`config.mk`:
```
export PLATFORM = sky130hd
export DESIGN_NAME = csync_regen
export DESIGN_NICKNAME = d
export VERILOG_FILES = /design/src/rtl/csync_regen.sv
export SDC_FILE = /design/constraint.sdc
export NUM_CORES = 1
export LEC_CHECK = 0
export BUFFER_PORTS_ARGS = -buffer_cell sky130_fd_sc_hd__clkbuf_2
export CORE_AREA = 8 8 77 147
export CTS_CLUSTER_SIZE = 30
export DETAILED_ROUTE_END_ITERATION = 6
export DIE_AREA = 0 0 85 155
export GPL_TIMING_DRIVEN = 0
export HOLD_SLACK_MARGIN = 0.08
export PLACE_DENSITY = 0.77
export SLEW_MARGIN = 25
export SYNTH_ARGS = -nofsm -noshare
export SYNTH_HDL_FRONTEND = slang
export SYNTH_SLANG_ARGS = --single-unit
export TNS_END_PERCENT = 5
```
`constraint.sdc`:
```
create_clock -name clk -period 13 [get_ports clk]
set_input_delay 0.65 -clock clk [delete_from_list [all_inputs] [get_ports clk]]
set_output_delay 0.65 -clock clk [all_outputs]
set_load 0.01 [all_outputs]
```
`src/rtl/csync_regen.sv`:
```
module csync_regen #(
  parameter int CW     = 12,
  parameter int TOL_SH = 3
) (
  input  logic          clk,
  input  logic          rst_n,
  input  logic          sel_dvi,
  input  logic          sel_sog,
  input  logic          sync_pin,
  input  logic          sog_in,
  input  logic          de_in,
  input  logic          pol_inv,
  input  logic [CW-1:0] broad_thr,
  input  logic [CW-1:0] hs_width,
  input  logic          sog_en,
  input  logic          sog_vs_gate,
  output logic          hs_out,
  output logic          vs_out,
  output logic          slicer_en,
  output logic          locked
);
  localparam logic [CW-1:0] CMAX = '1;
  localparam logic [CW-1:0] ONE  = CW'(1);

  logic          raw, s_d, s_q, fe, re, broad, vs, chg;
  logic [2:0]    cfg_q;
  logic [1:0]    bcnt;
  logic [CW-1:0] lcnt, ecnt, per, tol, diff, hcnt;
  logic          per_ok, match, edge_ok, fly, start;

  assign raw = sel_dvi ? de_in : (sel_sog ? sog_in : sync_pin);
  assign fe  = s_q & ~s_d;
  assign re  = ~s_q & s_d;
  assign broad = lcnt > broad_thr;
  assign chg = cfg_q != {sel_dvi, sel_sog, pol_inv};

  assign tol     = per >> TOL_SH;
  assign diff    = (ecnt > per) ? ecnt - per : per - ecnt;
  assign match   = per_ok && (diff <= tol);
  assign edge_ok = fe && !vs && (ecnt >= per - tol);
  assign fly     = ecnt >= per;
  assign start   = locked ? (edge_ok || fly) : fe;

  assign hs_out    = locked && (hcnt != '0);
  assign vs_out    = locked && vs;
  assign slicer_en = sog_en && !(sog_vs_gate && vs_out);

  always_ff @(posedge clk) begin
    if (!rst_n) begin
      s_d   <= 1'b1;
      s_q   <= 1'b1;
      lcnt  <= '0;
      bcnt  <= '0;
      vs    <= 1'b0;
      cfg_q <= '0;
    end else begin
      s_d   <= raw ^ pol_inv;
      s_q   <= s_d;
      cfg_q <= {sel_dvi, sel_sog, pol_inv};
      if (!s_d) lcnt <= (lcnt == CMAX) ? CMAX : lcnt + ONE;
      else      lcnt <= '0;
      if (re) begin
        if (broad) begin
          bcnt <= (bcnt == 2'd2) ? 2'd2 : bcnt + 2'd1;
          if (bcnt != 2'd0) vs <= 1'b1;
        end else begin
          bcnt <= '0;
          vs   <= 1'b0;
        end
      end
    end
  end

  always_ff @(posedge clk) begin
    if (!rst_n || chg) begin
      ecnt   <= CMAX;
      per    <= '0;
      per_ok <= 1'b0;
      locked <= 1'b0;
      hcnt   <= '0;
    end else begin
      if (start)              ecnt <= ONE;
      else if (ecnt != CMAX)  ecnt <= ecnt + ONE;
      if (!locked && fe) begin
        if (match) locked <= 1'b1;
        else begin
          per    <= ecnt;
          per_ok <= 1'b1;
        end
      end
      if (start)             hcnt <= hs_width;
      else if (hcnt != '0)   hcnt <= hcnt - ONE;
    end
  end
endmodule


```
==> flow_metrics.env, run 1 <==
export IMPL_status="finished clean"
export IMPL_syn_to_final_growth_pct=11.7
export IMPL_drive_above_1_share_pct=12.2
export IMPL_cts_hold_buf=0
export IMPL_p_leak_nw=2.52
export IMPL_ys_flop_type="dfxtp_1"
export IMPL_ys_types=62
export IMPL_num_antenna_cells=0
export IMPL_avgRoutedWirePerCell_um=15.3
export IMPL_grt_use_met2_pct=31.8
export IMPL_firstDrtPassIters=5
export IMPL_p_switching_mw=0.165
export IMPL_yosys_top_cells_count="ha_1 (70), a21oi_1 (64), inv_1 (60)"
export IMPL_fin_nets=791
export IMPL_fin_crit_ns=4.74
export IMPL_crit_fanout=10
export IMPL_dr_first_iter_drc_count=301
export IMPL_ys_warn_count=0
export IMPL_clkPwrFrac_pct=39.0
export IMPL_synth_cells=637
export IMPL_cp_start_kind="register"
export IMPL_grt_use_total_pct=19.2
export IMPL_yosysMostFrequentCell="ha_1"
export IMPL_maxCapViolations=0
export IMPL_viasPerCell=5.84
export IMPL_coreArea_um2=9510
export IMPL_dieArea_um2=13200
export IMPL_place_gp_congestion=0.922
export IMPL_rsz0062_at_grt="false"
export IMPL_drv_slew=0
export IMPL_place_hpwl_um=9580
export IMPL_arrival_ns=4.92
export IMPL_yosysSeqAreaShare_pct=23.0
export IMPL_routed_wl_um=12100
export IMPL_ctsResizeCount=0
export IMPL_ant_nets=0
export IMPL_yosys_area_top_type="dfxtp_1"
export IMPL_grt_start_max_net_pins=11
export IMPL_synth_ff_latch_count=58
export IMPL_busiest_layer="met2"
export IMPL_die_x_um=85
export IMPL_required_ns=13.18
export IMPL_hold_viol_final=0
export IMPL_cts_buffers_inserted=9
export IMPL_setup_violations=0
export IMPL_synth_edf_count=0
export IMPL_min_path_type="register to register"
export IMPL_fill_cells=865
export IMPL_vias=4635
export IMPL_cts_tree="done"
export IMPL_post_cts_setup_buffers=0
export IMPL_p_int_mw=0.391
export IMPL_avgSynthCellArea_um2=7.93
export IMPL_grt_pass1_vias=4542
export IMPL_io_pins=38
export IMPL_htree_levels=3
export IMPL_cts_clk_slew_worst_paths_ns=0.05
export IMPL_fp_dieH_um=155
export IMPL_port_buffers=36
export IMPL_cts_sinks=58
export IMPL_total_power_mw=0.556
export IMPL_antenna_found_initial=0
export IMPL_drc=0
export IMPL_peakVddDrop_mv=0.105
export IMPL_cts_buffer_depth=2
export IMPL_finalCritPeriodShare_pct=36.5
export IMPL_worstSetupEndpointType="register"
export IMPL_pwr_share_comb_pct=27.0
export IMPL_cellPowerDensity_nw_per_um2=98.5
export IMPL_syn_num_nets=744
export IMPL_grtUsageMet3_pct=2.75
export IMPL_p_sw_share_pct=29.7
export IMPL_start_util_pct=53.1
export IMPL_insertion_delay_ns=0.32
export IMPL_root_buffer="clkbuf_16"
export IMPL_placementRows=51
export IMPL_seqPwrFrac_pct=34.1
export IMPL_grt_overflow_total=0
export IMPL_worstMarginPinSlew_ns=0.666
export IMPL_clock_skew_ns=0.00785
export IMPL_synth_area_um2=5050
export IMPL_synth_area_leaders="dfxtp_1 (23%), ha_1 (17%), a21oi_1 (6.3%), xnor2_1 (4.5%), inv_1 (4.5%)"
export IMPL_timing_slew_headroom_pct=54.5
export IMPL_finalSetupTns_ns=0
export IMPL_synth_async_sr_flop_share_pct=0
export IMPL_worstSetupPathType="register to register"
export IMPL_synth_top_cell_area_share_pct=23.0
export IMPL_grt_pass1_wl_um=21000
export IMPL_fmax_mhz=211
export IMPL_grtUsageMet1_pct=24.1
[layer usage]
| layer | routed length, µm | vias to the layer above | share of wire [%] |
|---|---|---|---|
| met5 | 0 | - | 0 |
| met4 | 329 | 0 | 2.7 |
| met3 | 488 | 25 | 4.0 |
| met2 | 5880 | 117 | 48 |
| met1 | 5450 | 2138 | 45 |
| li1 | - | 2355 | - |
[path summary, 6_finish.rpt]
| kind | start | to | slack (ns) | cells past startpoint |
|---|---|---|---|---|
| setup reg to reg | ecnt[7]$_SDFFE_PP1P_ | per[3]$_SDFFE_PP0P_ | 8.26 | 19 |
| hold reg to reg | bcnt[1]$_SDFFE_PN0P_ | bcnt[1]$_SDFFE_PN0P_ | 0.46 | 2 |
| setup / recovery | ecnt[7]$_SDFFE_PP1P_ | per[3]$_SDFFE_PP0P_ | 8.26 | 19 |
| hold / removal | bcnt[1]$_SDFFE_PN0P_ | bcnt[1]$_SDFFE_PN0P_ | 0.46 | 2 |
[power by group through the flow]
stage | logic [mW] | registers (mW) | clock network (mW)
after floorplan | 0.116 | 0.191 | 0
after global placement | 0.144 | 0.192 | 0
after detailed placement | 0.147 | 0.193 | 0
after CTS | 0.149 | 0.189 | 0.219
after global routing | 0.170 | 0.190 | 0.229
final | 0.150 | 0.189 | 0.217
[critical path, stage by stage, from the launching register on]
cell and delay (ns):
dfxtp_1 0.48, inv_1 0.13, ha_1 0.31, buf_2 0.21
nand2_1 0.14, o21ai_2 0.21, a221o_1 0.26, and2_1 0.14
buf_2 0.19, mux2_2 0.36, ha_1 0.29, nor2b_1 0.14
o211ai_1 0.18, nand3_1 0.12, a221oi_1 0.36, o211ai_1 0.22
o31a_1 0.39, clkbuf_1 0.25, nand3_1 0.16, a21oi_1 0.08
[cell usage in the layout, fill, tap and decap left out, drive strengths merged, types with 3 or more instances in the layout]
cell	n
ha	70
a21oi	66
inv	60
dfxtp	58
clkbuf	57
o21ai	48
nand2	42
nor2	35
nand3	31
xnor2	26
xor2	15
nand4	14
or3	14
buf	14
a21o	12
nor3	11
nor2b	10
nand2b	9
and3	8
a31oi	8
a21boi	7
mux2i	6
mux2	6
a211oi	6
and2	5
o21a	5
nor3b	4
and4	4
o211ai	3
nand3b	3
fa	3
[per-stage QoR]
| step | utilization [%] | cell area [µm²] | hold slack, ns | instances | setup WS [ns] |
|---|---|---|---|---|---|
| global route | 59.3 | 5640 | 0.479 | 793 | 7.87 |
| global placement | 56.4 | 5360 | 0.451 | 779 | 8.35 |
| floorplan | - | 5050 | 0.441 | 637 | 8.93 |
| CTS | 59.3 | 5640 | 0.464 | 793 | 8.29 |
| finish | 59.3 | 5640 | 0.460 | 793 | 8.26 |
| detailed placement | 56.4 | 5360 | 0.457 | 779 | 8.34 |
[area by class of cell]
type / count / area [µm²] / area share (%)
sequential: 58 / 1160 / 20.6
tap: 106 / 133 / 2.35
clock inverter: 2 / 12.5 / 0.222
buffer: 23 / 118 / 2.09
clock buffer: 12 / 267 / 4.72
multi-input combinational: 496 / 3540 / 62.8
inverter: 60 / 225 / 3.99
timing repair buffer: 36 / 180 / 3.19
[cell families after synthesis]
family	count (synthesis)	synth area share, %
buffers and inverters	83	6.79
AND/OR/NAND/NOR	194	20.1
XOR/XNOR	41	7.11
multiplexers	12	2.53
flip-flops	58	23.0
AO/OA/AOI/OAI	176	21.9
adder cells (fa/ha/maj)	73	18.5
[flip-flops by register name (all words and copies together), names as in the netlist, 2 cells and up]
| register | cells |
|---|---|
| per | 12 |
| ecnt | 12 |
| lcnt | 12 |
| cfg_q | 3 |
| hcnt | 12 |
| bcnt | 2 |
Power figures use the tool's default switching activity.
==> inputs of run 2 (changes only) <==
==> constraint.sdc (replaced) <==
create_clock -name clk -period 4.9 [get_ports clk]
set_input_delay 0.245 -clock clk [delete_from_list [all_inputs] [get_ports clk]]
set_output_delay 0.245 -clock clk [all_outputs]
set_load 0.01 [all_outputs]
==> flow_metrics.env, run 2 (synthesis gave the netlist of run 1 again) <==
export IMPL_layout_commonest_cell="ha_1"
export IMPL_cellPowerDensity_nw_per_um2=262
export IMPL_arrival_ns=4.75
export IMPL_htree_levels=3
export IMPL_setup_violations=0
export IMPL_viasPerCell=5.84
export IMPL_cp_start_kind="register"
export IMPL_place_hpwl_um=9580
export IMPL_cts_sinks=58
export IMPL_worstReg2RegStart="ecnt[8]$_SDFFE_PP1P_"
export IMPL_num_antenna_cells=0
export IMPL_vias=4627
export IMPL_ant_nets=0
export IMPL_worstHoldPathCells=3
export IMPL_drive_above_1_share_pct=12.8
export IMPL_clock_skew_ns=0.00671
export IMPL_grt_pass1_wl_um=21000
export IMPL_die_x_um=85
export IMPL_reg2reg_depth=19
export IMPL_r2r_setup_slack_ns=0.39
export IMPL_peakVddDrop_mv=0.279
export IMPL_port_buffers=36
export IMPL_cts_tree="done"
export IMPL_placementRows=51
export IMPL_clkPwrFrac_pct=38.7
export IMPL_drc=0
export IMPL_status="finished clean"
export IMPL_fp_dieH_um=155
export IMPL_worstMarginPinSlew_ns=0.556
export IMPL_cp_num_buf_inv=4
export IMPL_cts_clk_slew_worst_paths_ns=0.05
export IMPL_fin_nets=790
export IMPL_fmax_mhz=222
export IMPL_insertion_delay_ns=0.32
export IMPL_grt_overflow_total=0
export IMPL_worstHoldStart="hs_width[7]"
export IMPL_mostFrequentLayoutCells="ha_1 (70), a21oi_1 (64), inv_1 (60), dfxtp_1 (57), nand2_1 (41)"
export IMPL_r2r_end="per[3]$_SDFFE_PP0P_"
export IMPL_pwr_share_comb_pct=27.4
export IMPL_cpPeakStageDelay_ns=0.42
export IMPL_crit_fanout=10
export IMPL_grt_use_total_pct=19.2
export IMPL_cts_hold_buf=0
export IMPL_min_path_type="input pin to register"
export IMPL_p_switching_mw=0.443
export IMPL_dr_first_iter_drc_count=285
export IMPL_io_pins=38
export IMPL_slowest_stage="dfxtp_1"
export IMPL_whs_endpoint="hcnt[7]$_SDFFE_PP0P_"
export IMPL_root_buffer="clkbuf_16"
export IMPL_post_cts_setup_buffers=0
export IMPL_routed_wl_um=12200
export IMPL_worstSetupEndpointType="register"
export IMPL_drv_slew=0
export IMPL_dieArea_um2=13200
export IMPL_coreArea_um2=9510
export IMPL_firstDrtPassIters=5
export IMPL_seqPwrFrac_pct=33.9
export IMPL_place_gp_congestion=0.922
export IMPL_p_int_mw=1.04
export IMPL_syn_to_final_growth_pct=12.0
export IMPL_ctsResizeCount=0
export IMPL_crit_chain="inv_1 > ha_1 > buf_2 > nand4_1 > nor2_1 > a221o_1 > and2_1 > buf_2 > mux2_2 > ha_1 > nor2b_1 > o211ai_1 > nand3_1 > a221oi_2 > o211ai_1 > o31ai_2 > buf_4 > o21ai_1 > a21oi_1"
export IMPL_cts_buffer_depth=2
export IMPL_p_sw_share_pct=29.9
export IMPL_antenna_found_initial=0
export IMPL_p_leak_nw=2.52
export IMPL_fin_crit_ns=4.51
export IMPL_cts_buffers_inserted=9
export IMPL_timing_slew_headroom_pct=62.9
export IMPL_rsz0062_at_grt="false"
export IMPL_grt_start_max_net_pins=11
export IMPL_required_ns=5.14
export IMPL_path_delay_family="compound AO/OA/AOI/OAI gates"
export IMPL_grt_pass1_vias=4542
export IMPL_start_util_pct=53.1
export IMPL_hold_viol_final=0
export IMPL_finalSetupTns_ns=0
export IMPL_worstSetupPathType="register to register"
export IMPL_total_power_mw=1.48
export IMPL_maxCapViolations=0
export IMPL_avgRoutedWirePerCell_um=15.4
export IMPL_finalCritPeriodShare_pct=92.0
export IMPL_crit_path_start="ecnt[8]$_SDFFE_PP1P_"
[run 2: changes by cell type in the layout (fill, tap and decap cells not counted), sizes merged]
cell    before  now
clkbuf      57   56
[run 2: per-stage QoR]
step	worst slack [ns]	hold WS (ns)	cell area, µm²	utilization, %	cells
6_report	0.393	0.148	5660	59.5	792
5_1_grt	0.0108	0.156	5660	59.5	792
4_1_cts	0.192	0.147	5640	59.3	793
3_5_place_dp	0.237	0.457	5360	56.4	779
3_3_place_gp	0.254	0.451	5360	56.4	779
2_1_floorplan	0.825	0.367	5050	-	637
[run 2: power by group through the flow]
stage | logic, mW | clock network [mW] | registers, mW
3_3_place_gp | 0.381 | 0 | 0.510
2_1_floorplan | 0.307 | 0 | 0.506
5_1_grt | 0.458 | 0.608 | 0.504
4_1_cts | 0.396 | 0.580 | 0.502
6_report | 0.406 | 0.574 | 0.502
3_5_place_dp | 0.390 | 0 | 0.511
[run 2: how the worst max path moves through the flow]
stage                                end  slack [ns]  depth (start not counted)
floorplan           hcnt[8]$_SDFFE_PP0P_        0.83                         18
global placement    hcnt[8]$_SDFFE_PP0P_        0.25                         18
detailed placement  per[10]$_SDFFE_PP0P_        0.24                         19
CTS                 hcnt[8]$_SDFFE_PP0P_        0.19                         18
global route         per[3]$_SDFFE_PP0P_        0.01                         19
finish               per[3]$_SDFFE_PP0P_        0.39                         19
[run 2: worst reg2reg max path, cell delays in order (launching register included)]
cell      delay [ns]
dfxtp_1         0.42
inv_1           0.15
ha_1            0.35
buf_2           0.23
nand4_1         0.17
nor2_1          0.13
a221o_1         0.23
and2_1          0.14
buf_2           0.19
mux2_2          0.36
ha_1            0.29
nor2b_1         0.14
o211ai_1        0.17
nand3_1         0.14
a221oi_2        0.29
o211ai_1        0.20
o31ai_2         0.33
buf_4           0.25
o21ai_1         0.08
a21oi_1         0.17
[run 2: layout make-up]
class / instances / area, µm²
plain buffers: 22 / 114
clock buffers: 12 / 267
clock inverters: 2 / 12.5
fillers: 863 / 3850
inverters: 60 / 225
multi-input cells: 496 / 3560
flip-flops and latches: 58 / 1160
well taps: 106 / 133
repair buffers: 36 / 180
[run 2: per-layer routing]
| metal | vias up | share of wire [%] | GRT usage [%] |
|---|---|---|---|
| met3 | 23 | 3.9 | 2.75 |
| met2 | 107 | 48 | 31.8 |
| met1 | 2147 | 45 | 24.1 |
| li1 | 2350 | - | - |
| met5 | - | 0 | 0 |
| met4 | 0 | 2.6 | 8.05 |
==> inputs of run 3 (changes only) <==
--- a/config.mk
+++ b/config.mk
@@ -6,10 +6,10 @@
 export NUM_CORES = 1
 export LEC_CHECK = 0
 export BUFFER_PORTS_ARGS = -buffer_cell sky130_fd_sc_hd__clkbuf_2
-export CORE_AREA = 8 8 77 147
+export CORE_AREA = 2 2 71 141
 export CTS_CLUSTER_SIZE = 30
 export DETAILED_ROUTE_END_ITERATION = 6
-export DIE_AREA = 0 0 85 155
+export DIE_AREA = 0 0 73 143
 export GPL_TIMING_DRIVEN = 0
 export HOLD_SLACK_MARGIN = 0.08
 export PLACE_DENSITY = 0.77
==> flow_metrics.env, run 3 (synthesis gave the netlist of run 1 again) <==
export IMPL_status="finished clean"
export IMPL_grtUsageMet3_pct=3.95
export IMPL_path_delay_family="compound AO/OA/AOI/OAI gates"
export IMPL_cts_hold_buf=0
export IMPL_timing_slew_headroom_pct=64.8
export IMPL_p_int_mw=1.11
export IMPL_htree_levels=3
export IMPL_cp_num_buf_inv=4
export IMPL_pwr_share_comb_pct=26.4
export IMPL_min_path_type="input pin to register"
export IMPL_grt_pass1_wl_um=23000
export IMPL_layout_commonest_cell="ha_1"
export IMPL_cts_buffers_inserted=9
export IMPL_dr_first_iter_drc_count=305
export IMPL_port_buffers=36
export IMPL_grt_start_max_net_pins=11
export IMPL_cts_sinks=58
export IMPL_p_leak_nw=2.54
export IMPL_firstDrtPassIters=5
export IMPL_cts_tree="done"
export IMPL_fill_cells=825
export IMPL_avgRoutedWirePerCell_um=17.5
export IMPL_start_util_pct=54.2
export IMPL_finalSetupTns_ns=0
export IMPL_required_ns=5.08
export IMPL_finalCritPeriodShare_pct=93.9
export IMPL_utilization_pct=61.2
export IMPL_cts_buffer_depth=2
export IMPL_viasPerCell=6.15
export IMPL_dp_cells=777
export IMPL_fin_cells=792
export IMPL_clock_skew_ns=0.00584
export IMPL_setup_ws_ns=0.299
export IMPL_drive_above_1_share_pct=13.2
export IMPL_dp_slack_ns=0.177
export IMPL_worstReg2RegStart="ecnt[8]$_SDFFE_PP1P_"
export IMPL_cts_clk_slew_worst_paths_ns=0.05
export IMPL_p_switching_mw=0.471
export IMPL_clkPwrFrac_pct=41.7
export IMPL_grt_pass1_vias=4963
export IMPL_insertion_delay_ns=0.33
export IMPL_worstSetupEndpointType="register"
export IMPL_syn_to_final_growth_pct=13.1
export IMPL_arrival_ns=4.79
export IMPL_slowest_stage="dfxtp_1"
export IMPL_maxCapViolations=0
export IMPL_worstHoldStart="hs_width[7]"
export IMPL_place_hpwl_um=10900
export IMPL_worstSetupPathType="register to register"
export IMPL_grtUsageMet1_pct=27.5
export IMPL_drv_slew=0
export IMPL_cp_start_kind="register"
export IMPL_fp_dieH_um=143
export IMPL_fmax_mhz=217
export IMPL_coreArea_um2=9320
export IMPL_vias=4873
export IMPL_grt_overflow_total=0
export IMPL_hold_viol_final=0
export IMPL_seqPwrFrac_pct=31.9
export IMPL_die_x_um=73
export IMPL_drc=0
export IMPL_grt_use_met2_pct=50.7
export IMPL_mostFrequentLayoutCells="ha_1 (70), a21oi_1 (63), inv_1 (60), dfxtp_1 (57), nand2_1 (41)"
export IMPL_cellPowerDensity_nw_per_um2=276
export IMPL_fin_nets=791
export IMPL_routed_wl_um=13900
export IMPL_placementRows=50
export IMPL_ant_nets=0
export IMPL_p_sw_share_pct=29.9
export IMPL_antenna_found_initial=0
export IMPL_crit_path_start="ecnt[8]$_SDFFE_PP1P_"
export IMPL_cpPeakStageDelay_ns=0.45
export IMPL_setup_violations=0
export IMPL_fin_crit_ns=4.60
export IMPL_root_buffer="clkbuf_16"
export IMPL_io_pins=38
export IMPL_grt_use_total_pct=28.4
export IMPL_hold_ws_ns=0.138
export IMPL_peakVddDrop_mv=0.216
export IMPL_crit_chain="inv_1 > ha_1 > clkbuf_4 > nand4_1 > nor2_1 > a221o_1 > and2_1 > buf_2 > mux2_2 > ha_1 > nor2b_1 > o211ai_1 > nand3_1 > a221oi_2 > o211ai_1 > o31a_1 > clkbuf_2 > nand3_1 > a21oi_1"
export IMPL_num_antenna_cells=0
export IMPL_dieArea_um2=10400
export IMPL_crit_fanout=10
export IMPL_place_gp_congestion=0.941
export IMPL_busiest_layer="met2"
export IMPL_worstMarginPinSlew_ns=0.528
export IMPL_rsz0062_at_grt="false"
run 3: worst reg2reg max path: stages (launching register included):
cell and delay, ns:
dfxtp_1 0.45, inv_1 0.16, ha_1 0.39, clkbuf_4 0.23
nand4_1 0.16, nor2_1 0.15, a221o_1 0.24, and2_1 0.14
buf_2 0.20, mux2_2 0.37, ha_1 0.28, nor2b_1 0.14
o211ai_1 0.17, nand3_1 0.12, a221oi_2 0.28, o211ai_1 0.20
o31a_1 0.36, clkbuf_2 0.21, nand3_1 0.12, a21oi_1 0.08
run 3: stage by stage:
step	instance area, µm²	power, mW
after detailed placement	5360	0.909
after floorplan	5050	0.812
after CTS	5670	1.57
after global placement	5360	0.891
after global routing	5710	1.66
final	5710	1.58
run 3: area by class of cell:
| cell class | count | area [µm²] | area share (%) |
|---|---|---|---|
| plain buffers | 23 | 121 | 2.13 |
| clock buffers | 10 | 229 | 4.01 |
| clock inverters | 5 | 80.1 | 1.40 |
| well taps | 104 | 130 | 2.28 |
| multi-input cells | 496 | 3580 | 62.7 |
| inverters | 60 | 225 | 3.94 |
| repair buffers | 36 | 180 | 3.16 |
| flip-flops and latches | 58 | 1160 | 20.4 |
run 3: power by group through the flow:
| stage | clock network [mW] | logic [mW] | registers [mW] |
|---|---|---|---|
| CTS | 0.664 | 0.402 | 0.503 |
| floorplan | 0 | 0.307 | 0.506 |
| global placement | 0 | 0.379 | 0.512 |
| detailed placement | 0 | 0.397 | 0.512 |
| finish | 0.657 | 0.416 | 0.503 |
| global route | 0.686 | 0.467 | 0.504 |
run 3: path summary, 6_finish.rpt:
path	end	slack [ns]	cells past startpoint
max	per[0]$_SDFFE_PP0P_	0.30	19
min	hcnt[7]$_SDFFE_PP0P_	0.14	3
max reg2reg	per[0]$_SDFFE_PP0P_	0.30	19
min reg2reg	bcnt[1]$_SDFFE_PN0P_	0.47	2
run 3: timing repair:
action,in CTS,in global routing
setup endpoints to repair,0,37
gates resized for setup,0,11
setup buffers,0,0
run 3: metal layers:
| metal | vias to the layer above | part of all wire (%) |
|---|---|---|
| li1 | 2359 | - |
| met1 | 2306 | 35 |
| met2 | 136 | 53 |
| met3 | 72 | 2.5 |
| met4 | 0 | 9.3 |
| met5 | - | 0 |
